--- src/rtl/phase_tune_pkg.sv ---
package phase_tune_pkg;
  typedef enum logic [3:0] {
    ST_IDLE,
    ST_SET,
    ST_SETTLE,
    ST_CLR,
    ST_REQ,
    ST_FSET,
    ST_FSETTLE,
    ST_FCLR,
    ST_DONE
  } state_e;
endpackage

--- src/rtl/phase_tune_field.sv ---
module phase_tune_field #(
  parameter int REG_W     = 32,
  parameter int FIELD_LSB = 16,
  parameter int PHASE_W   = 5
) (
  input  logic [REG_W-1:0]   base_i,
  input  logic [PHASE_W-1:0] code_i,
  output logic [REG_W-1:0]   data_o
);
  localparam logic [REG_W-1:0] FIELD_MASK = REG_W'({PHASE_W{1'b1}}) << FIELD_LSB;

  always_comb begin
    data_o = (base_i & ~FIELD_MASK) | (REG_W'(code_i) << FIELD_LSB);
  end
endmodule

--- src/rtl/phase_tune_timer.sv ---
module phase_tune_timer #(
  parameter int CYC = 100000
) (
  input  logic clk_i,
  input  logic rst_ni,
  input  logic load_i,
  output logic expired_o
);
  localparam int CNT_W = $clog2(CYC + 1);

  logic [CNT_W-1:0] cnt_q;

  always_ff @(posedge clk_i or negedge rst_ni) begin
    if (!rst_ni)              cnt_q <= '0;
    else if (load_i)          cnt_q <= CNT_W'(CYC - 1);
    else if (cnt_q != '0)     cnt_q <= cnt_q - CNT_W'(1);
  end

  assign expired_o = (cnt_q == '0);

  if (CYC > 1) begin : g_chk

    settle_min_chk: assert property (@(posedge clk_i) disable iff (!rst_ni)
      load_i |=> !expired_o);
  end
endmodule

--- src/rtl/phase_tune_window.sv ---
module phase_tune_window #(
  parameter int PHASE_W = 5
) (
  input  logic               clk_i,
  input  logic               rst_ni,
  input  logic               clr_i,
  input  logic               eval_i,
  input  logic               pass_i,
  input  logic [PHASE_W-1:0] code_i,
  output logic               stop_o,
  output logic               none_o,
  output logic [PHASE_W-1:0] final_o
);
  localparam int SUM_W = PHASE_W + 1;
  localparam logic [PHASE_W-1:0] LAST = '1;

  logic               have_q;
  logic [PHASE_W-1:0] start_q;
  logic [PHASE_W-1:0] s_eff, e_val;
  logic [SUM_W-1:0]   sum;

  always_ff @(posedge clk_i or negedge rst_ni) begin
    if (!rst_ni) begin
      have_q  <= 1'b0;
      start_q <= '0;
    end else if (clr_i) begin
      have_q  <= 1'b0;
      start_q <= '0;
    end else if (eval_i && pass_i && !have_q) begin
      have_q  <= 1'b1;
      start_q <= code_i;
    end
  end

  always_comb begin
    stop_o = 1'b0;
    none_o = 1'b0;
    s_eff  = start_q;
    e_val  = LAST;
    if (have_q && !pass_i) begin
      stop_o = 1'b1;
      e_val  = code_i - PHASE_W'(1);
    end else if (code_i == LAST) begin
      stop_o = 1'b1;
      if (!have_q) begin
        s_eff  = code_i;
        none_o = !pass_i;
      end
    end
    sum     = {1'b0, s_eff} + {1'b0, e_val};
    final_o = none_o ? '0 : sum[SUM_W-1:1];
  end


  win_order_chk: assert property (@(posedge clk_i) disable iff (!rst_ni)
    eval_i && stop_o && !none_o |-> final_o <= code_i);
endmodule

--- src/rtl/phase_tune_ctrl.sv ---
module phase_tune_ctrl
  import phase_tune_pkg::*;
#(
  parameter int REG_W      = 32,
  parameter int PHASE_W    = 5,
  parameter int FIELD_LSB  = 16,
  parameter int INT_W      = 17,
  parameter logic [INT_W-1:0] CLR_MASK = '1,
  parameter int SETTLE_CYC = 100000
) (
  input  logic               clk_i,
  input  logic               rst_ni,
  input  logic               start_i,
  input  logic [REG_W-1:0]   ctrl_base_i,
  output logic               ctrl_wr_o,
  output logic [REG_W-1:0]   ctrl_wdata_o,
  output logic               int_clr_o,
  output logic [INT_W-1:0]   int_clr_mask_o,
  output logic               tune_req_o,
  input  logic               tune_done_i,
  input  logic               tune_pass_i,
  output logic               done_o,
  output logic [PHASE_W-1:0] phase_o,
  output logic               err_o
);
  state_e             state_q, state_d;
  logic [PHASE_W-1:0] code_q, phase_q, wr_code, win_final;
  logic               err_q;
  logic               tmr_load, tmr_exp;
  logic               win_clr, win_eval, win_stop, win_none;

  assign win_clr  = (state_q == ST_IDLE) && start_i;
  assign win_eval = (state_q == ST_REQ) && tune_done_i;
  assign tmr_load = (state_q == ST_SET) || (state_q == ST_FSET);

  phase_tune_timer #(.CYC(SETTLE_CYC)) u_timer (
    .clk_i    (clk_i),
    .rst_ni   (rst_ni),
    .load_i   (tmr_load),
    .expired_o(tmr_exp)
  );

  phase_tune_window #(.PHASE_W(PHASE_W)) u_window (
    .clk_i  (clk_i),
    .rst_ni (rst_ni),
    .clr_i  (win_clr),
    .eval_i (win_eval),
    .pass_i (tune_pass_i),
    .code_i (code_q),
    .stop_o (win_stop),
    .none_o (win_none),
    .final_o(win_final)
  );

  assign wr_code = (state_q == ST_FSET) ? phase_q : code_q;

  phase_tune_field #(
    .REG_W    (REG_W),
    .FIELD_LSB(FIELD_LSB),
    .PHASE_W  (PHASE_W)
  ) u_field (
    .base_i(ctrl_base_i),
    .code_i(wr_code),
    .data_o(ctrl_wdata_o)
  );

  always_comb begin
    state_d = state_q;
    unique case (state_q)
      ST_IDLE:    if (start_i) state_d = ST_SET;
      ST_SET:     state_d = ST_SETTLE;
      ST_SETTLE:  if (tmr_exp) state_d = ST_CLR;
      ST_CLR:     state_d = ST_REQ;
      ST_REQ:     if (tune_done_i) state_d = win_stop ? ST_FSET : ST_SET;
      ST_FSET:    state_d = ST_FSETTLE;
      ST_FSETTLE: if (tmr_exp) state_d = ST_FCLR;
      ST_FCLR:    state_d = ST_DONE;
      ST_DONE:    state_d = ST_IDLE;
      default:    state_d = ST_IDLE;
    endcase
  end

  always_ff @(posedge clk_i or negedge rst_ni) begin
    if (!rst_ni) begin
      state_q <= ST_IDLE;
      code_q  <= '0;
      phase_q <= '0;
      err_q   <= 1'b0;
    end else begin
      state_q <= state_d;
      if (win_clr) code_q <= '0;
      else if (win_eval && !win_stop) code_q <= code_q + PHASE_W'(1);
      if (win_eval && win_stop) begin
        phase_q <= win_final;
        err_q   <= win_none;
      end
    end
  end

  assign ctrl_wr_o      = (state_q == ST_SET) || (state_q == ST_FSET);
  assign int_clr_o      = (state_q == ST_CLR) || (state_q == ST_FCLR);
  assign int_clr_mask_o = int_clr_o ? CLR_MASK : '0;
  assign tune_req_o     = (state_q == ST_REQ);
  assign done_o         = (state_q == ST_DONE);
  assign phase_o        = phase_q;
  assign err_o          = err_q;


  req_hold_chk: assert property (@(posedge clk_i) disable iff (!rst_ni)
    tune_req_o && !tune_done_i |=> tune_req_o);

  clr_next_chk: assert property (@(posedge clk_i) disable iff (!rst_ni)
    int_clr_o |=> tune_req_o || done_o);

  done_pulse_chk: assert property (@(posedge clk_i) disable iff (!rst_ni)
    done_o |=> !done_o);

  result_hold_chk: assert property (@(posedge clk_i) disable iff (!rst_ni)
    !$stable(phase_o) || !$stable(err_o) |-> ctrl_wr_o);

  err_code_chk: assert property (@(posedge clk_i) disable iff (!rst_ni)
    done_o && err_o |-> phase_o == '0);
endmodule

--- config.mk ---
export PLATFORM = sky130hd
export DESIGN_NAME = phase_tune_ctrl
export DESIGN_NICKNAME = d
export VERILOG_FILES = /design/src/rtl/phase_tune_pkg.sv /design/src/rtl/phase_tune_field.sv /design/src/rtl/phase_tune_timer.sv /design/src/rtl/phase_tune_window.sv /design/src/rtl/phase_tune_ctrl.sv
export SDC_FILE = /design/constraint.sdc
export NUM_CORES = 1
export LEC_CHECK = 0
export ABC_AREA = 1
export BUFFER_PORTS_ARGS = -buffer_cell sky130_fd_sc_hd__buf_2
export CORE_MARGIN = 2
export CORE_UTILIZATION = 45
export DETAILED_ROUTE_END_ITERATION = 10
export PLACE_DENSITY_LB_ADDON = 0.08
export SLEW_MARGIN = 40
export SYNTH_ARGS = -nofsm -noshare
export SYNTH_HDL_FRONTEND = slang
export SYNTH_SLANG_ARGS = --single-unit
--- constraint.sdc ---
create_clock -name clk_i -period 4.4 [get_ports clk_i]
set_clock_uncertainty 0.15 [all_clocks]
set_input_delay 0.88 -clock clk_i [delete_from_list [all_inputs] [get_ports clk_i]]
set_output_delay 0.88 -clock clk_i [all_outputs]
set_load 0.02 [all_outputs]
==> results by group <==
Outcome
  • Status: completed

Worst setup path
  • WP buf/inv: 0
  • Startpoint Class: register
  • CP max stage cell: fa_1
  • FF-to-FF End: phase_o[3]
  • Critical path's largest stage delay: around 0.47 ns
  • CP Capture Type: register
  • Data required time of the worst path: 4.43 ns
  • Most frequent CP cell: nand2_1
  • Register-to-Register Path Depth: 11
  • WP data arrival: 2.71 ns
  • Flop2flop setup slack: 1.73 ns
  • Origin of the worst setup path: code_q[0]
  • Worst setup path category: register to register
  • CP max FO: 11
  • Largest delay contributor family on the critical path: adder cells
  • Worst reg2reg startpoint: code_q[0]
  • Cell Chain, Critical Path: ha_1 -> nand2_1 -> nor2_1 -> ha_1 -> nand2_1 -> o21ai_0 -> fa_1 -> nand3_1 -> nand2_1 -> xnor2_1 -> o22ai_1

CTS
  • TritonCTS clock tree: built
  • Maximum clock insertion buffer count: 2
  • CTS sink count: 38
  • Post-CTS Resized: 0
  • Skew-Pair Late Insertion Delay: 0.30 ns
  • CTS Buf Count: 5
  • H-tree Lvls: 2
  • Clock root buffer: clkbuf_8
  • Postcts setup bufs: 0
  • Hold Buf Count CTS: 0
  • Clock slew at reported path FFs: approximately 0.080 ns

Drt
  • DR vias/cell: about 4.9
  • Final wirelength: 5730 µm
  • First-pass DRT Iterations: 4
  • Antenna Nets Post-Route: 0
  • Iter 0 DRT Violations: 96
  • Wire length per cell: between 10 and 15 µm
  • Via count: 2234
  • # DRC: 0

Place
  • Post-Place Cells: between 400 and 500
  • Port Buffer Count: 36
  • Placed wire-length estimate: approximately 4300 µm
  • GPL Wtd Cong: about 0.83

GRT
  • Gr usage total: 0.182
  • Vias in the first global route: 1941
  • Global-route wire length before repair: 9360 µm
  • Initial antenna violation count: 0
  • Global route overflow: 0
  • Pin count of the biggest net entering global routing: 39

Yosys
  • Syn_nets: 433
  • Synthesized area: 2750 µm²
  • Netlist cell types: 27
  • Yosys reg bits: 38
  • Mapped Cells: 386
  • Synth Warn #: 0
  • Synthesized area per cell: just over 7 µm²
  • Sequential-to-total area share from yosys stat: 0.345

Cells and area
  • Synth-to-layout area growth: 0.727%
  • Antenna fix cells: 0
  • Multi-input gate area: 1270 µm²
  • Fillers: 604
  • Layout cells sized above 1: 0.170
  • Register area: 951 µm²
  • Nets: 428
  • Final core occ: 0.469
  • Finished Layout Cells: 457

Min path
  • Hold Path Origin: u_timer.cnt_q[0]
  • Hold EP: u_timer.cnt_q[0]
  • Hold path cells: 2
  • Hold crit path type: register to register

Run
  • Max Cap Viol: 0

Timing
  • Period utilization: 0.607
  • Tmin final: 2.67 ns
  • Worst slew pin tran: between 0.5 and 0.6 ns
  • RSZ-0062 raised after global routing: false
  • Final TNS setup: 0 ns
  • Max-slew headroom: 0.657
  • Max Clk Rate: approximately 370 MHz
  • Max Transition Viols Final: 0
  • Final Hold Vio Count: 0
  • Final setup viols: 0

Die
  • Core Footprint: 5920 µm²
  • I/O Pins: 96
  • Rows: 28
  • Die height: 82.2 µm
  • Initial Utilization: 0.465
  • Die footprint: 6760 µm²
  • DIE WIDTH: roughly 80 µm

Pwr
  • VDD IR max: 0.000269 V
  • Leak Pwr: 0.00147 µW
  • PwrDens: 490 nW/µm²
  • Power, Total: 1360 µW
[state kept, by name, indices dropped and copies added, names as in the netlist]
register          count
code_q                5
err_o                 1
phase_o               5
state_q               4
u_timer.cnt_q        17
u_window.have_q       1
u_window.start_q      5
[through the flow]
step / instance area [µm²] / setup slack, ns / hold WS [ns]
after floorplan: 2750 / 1.74 / 0.292
after global placement: 2680 / 1.70 / 0.308
after detailed placement: 2680 / 1.70 / 0.311
after CTS: 2770 / 1.61 / 0.331
after global routing: 2770 / 1.51 / 0.373
final: 2770 / 1.73 / 0.325
[power breakdown]
group | internal (µW) | switching, µW | total (µW)
Combinational | 193 | 434 | 627
Sequential | 414 | 63.1 | 477
Clock | 127 | 129 | 256
Total | 734 | 626 | 1360
[cell type report]
| type | instances | share of cell area |
|---|---|---|
| clock buffer | 7 | 0.0311 |
| sequential | 38 | 0.343 |
| multi-input combinational | 250 | 0.457 |
| timing repair buffer | 36 | 0.0659 |
| clock inverter | 1 | 0.00180 |
| tap | 75 | 0.0338 |
| inverter | 50 | 0.0677 |
[layer usage]
layer / vias up / track usage / wire [µm]
met5: - / 0 / 0
met4: 0 / 0.0583 / 76
met3: 10 / 0.0359 / 302
met2: 53 / 0.258 / 2350
met1: 994 / 0.276 / 3000
li1: 1177 / - / -
[cells in the final DEF, fill, tap and decap left out, drive strengths merged]
master and n:
o21ai 28, ha 9, inv 50, dfrtp 38, xnor2 3, nand2 89
a21oi 8, nor3 1, clkinv 1, o211ai 2, nand3b 1, fa 1
clkbuf 7, o22ai 3, or2 3, nand4 4, xor2 1, nand3 47
buf 36, nor2 50
[how the worst max path moves through the flow]
stage | endpoint | slack, ns | cells after the start
floorplan | int_clr_mask_o[0] | 1.74 | 3
global placement | phase_o[3] | 1.70 | 11
detailed placement | phase_o[3] | 1.70 | 11
CTS | int_clr_mask_o[13] | 1.61 | 3
global route | phase_o[3] | 1.51 | 12
finish | phase_o[3] | 1.73 | 11
[cell usage after synthesis (all sizes together)]
cell type / count / area, µm²
nor2: 50 / 240
nand3: 47 / 235
dfrtp: 38 / 951
a21oi: 8 / 40.0
nand4: 4 / 31.3
xnor2: 3 / 26.3
o21ai: 28 / 144
nand2: 89 / 342
nor3: 1 / 5.00
or2: 3 / 18.8
xor2: 1 / 8.76
o211ai: 2 / 15.0
buf: 48 / 350
inv: 50 / 188
fa: 1 / 20.0
nand3b: 1 / 7.51
ha: 9 / 113
o22ai: 3 / 18.8
[cell families (layout without fill, tap and decap cells)]
kind of cell	after synthesis	count (layout)	share of synthesized area
AO/OA/AOI/OAI	41	41	0.0791
flip-flops	38	38	0.345
XOR/XNOR	4	4	0.0127
AND/OR/NAND/NOR	195	195	0.319
adder cells (fa/ha/maj)	10	10	0.0482
buffers and inverters	98	94	0.195
[tightest hold or removal path, stage by stage, from the launching register on]
cell	delay, ns
dfrtp_1	0.35
nand2_1	0.05
nand2_1	0.05
Power figures use the tool's default switching activity.
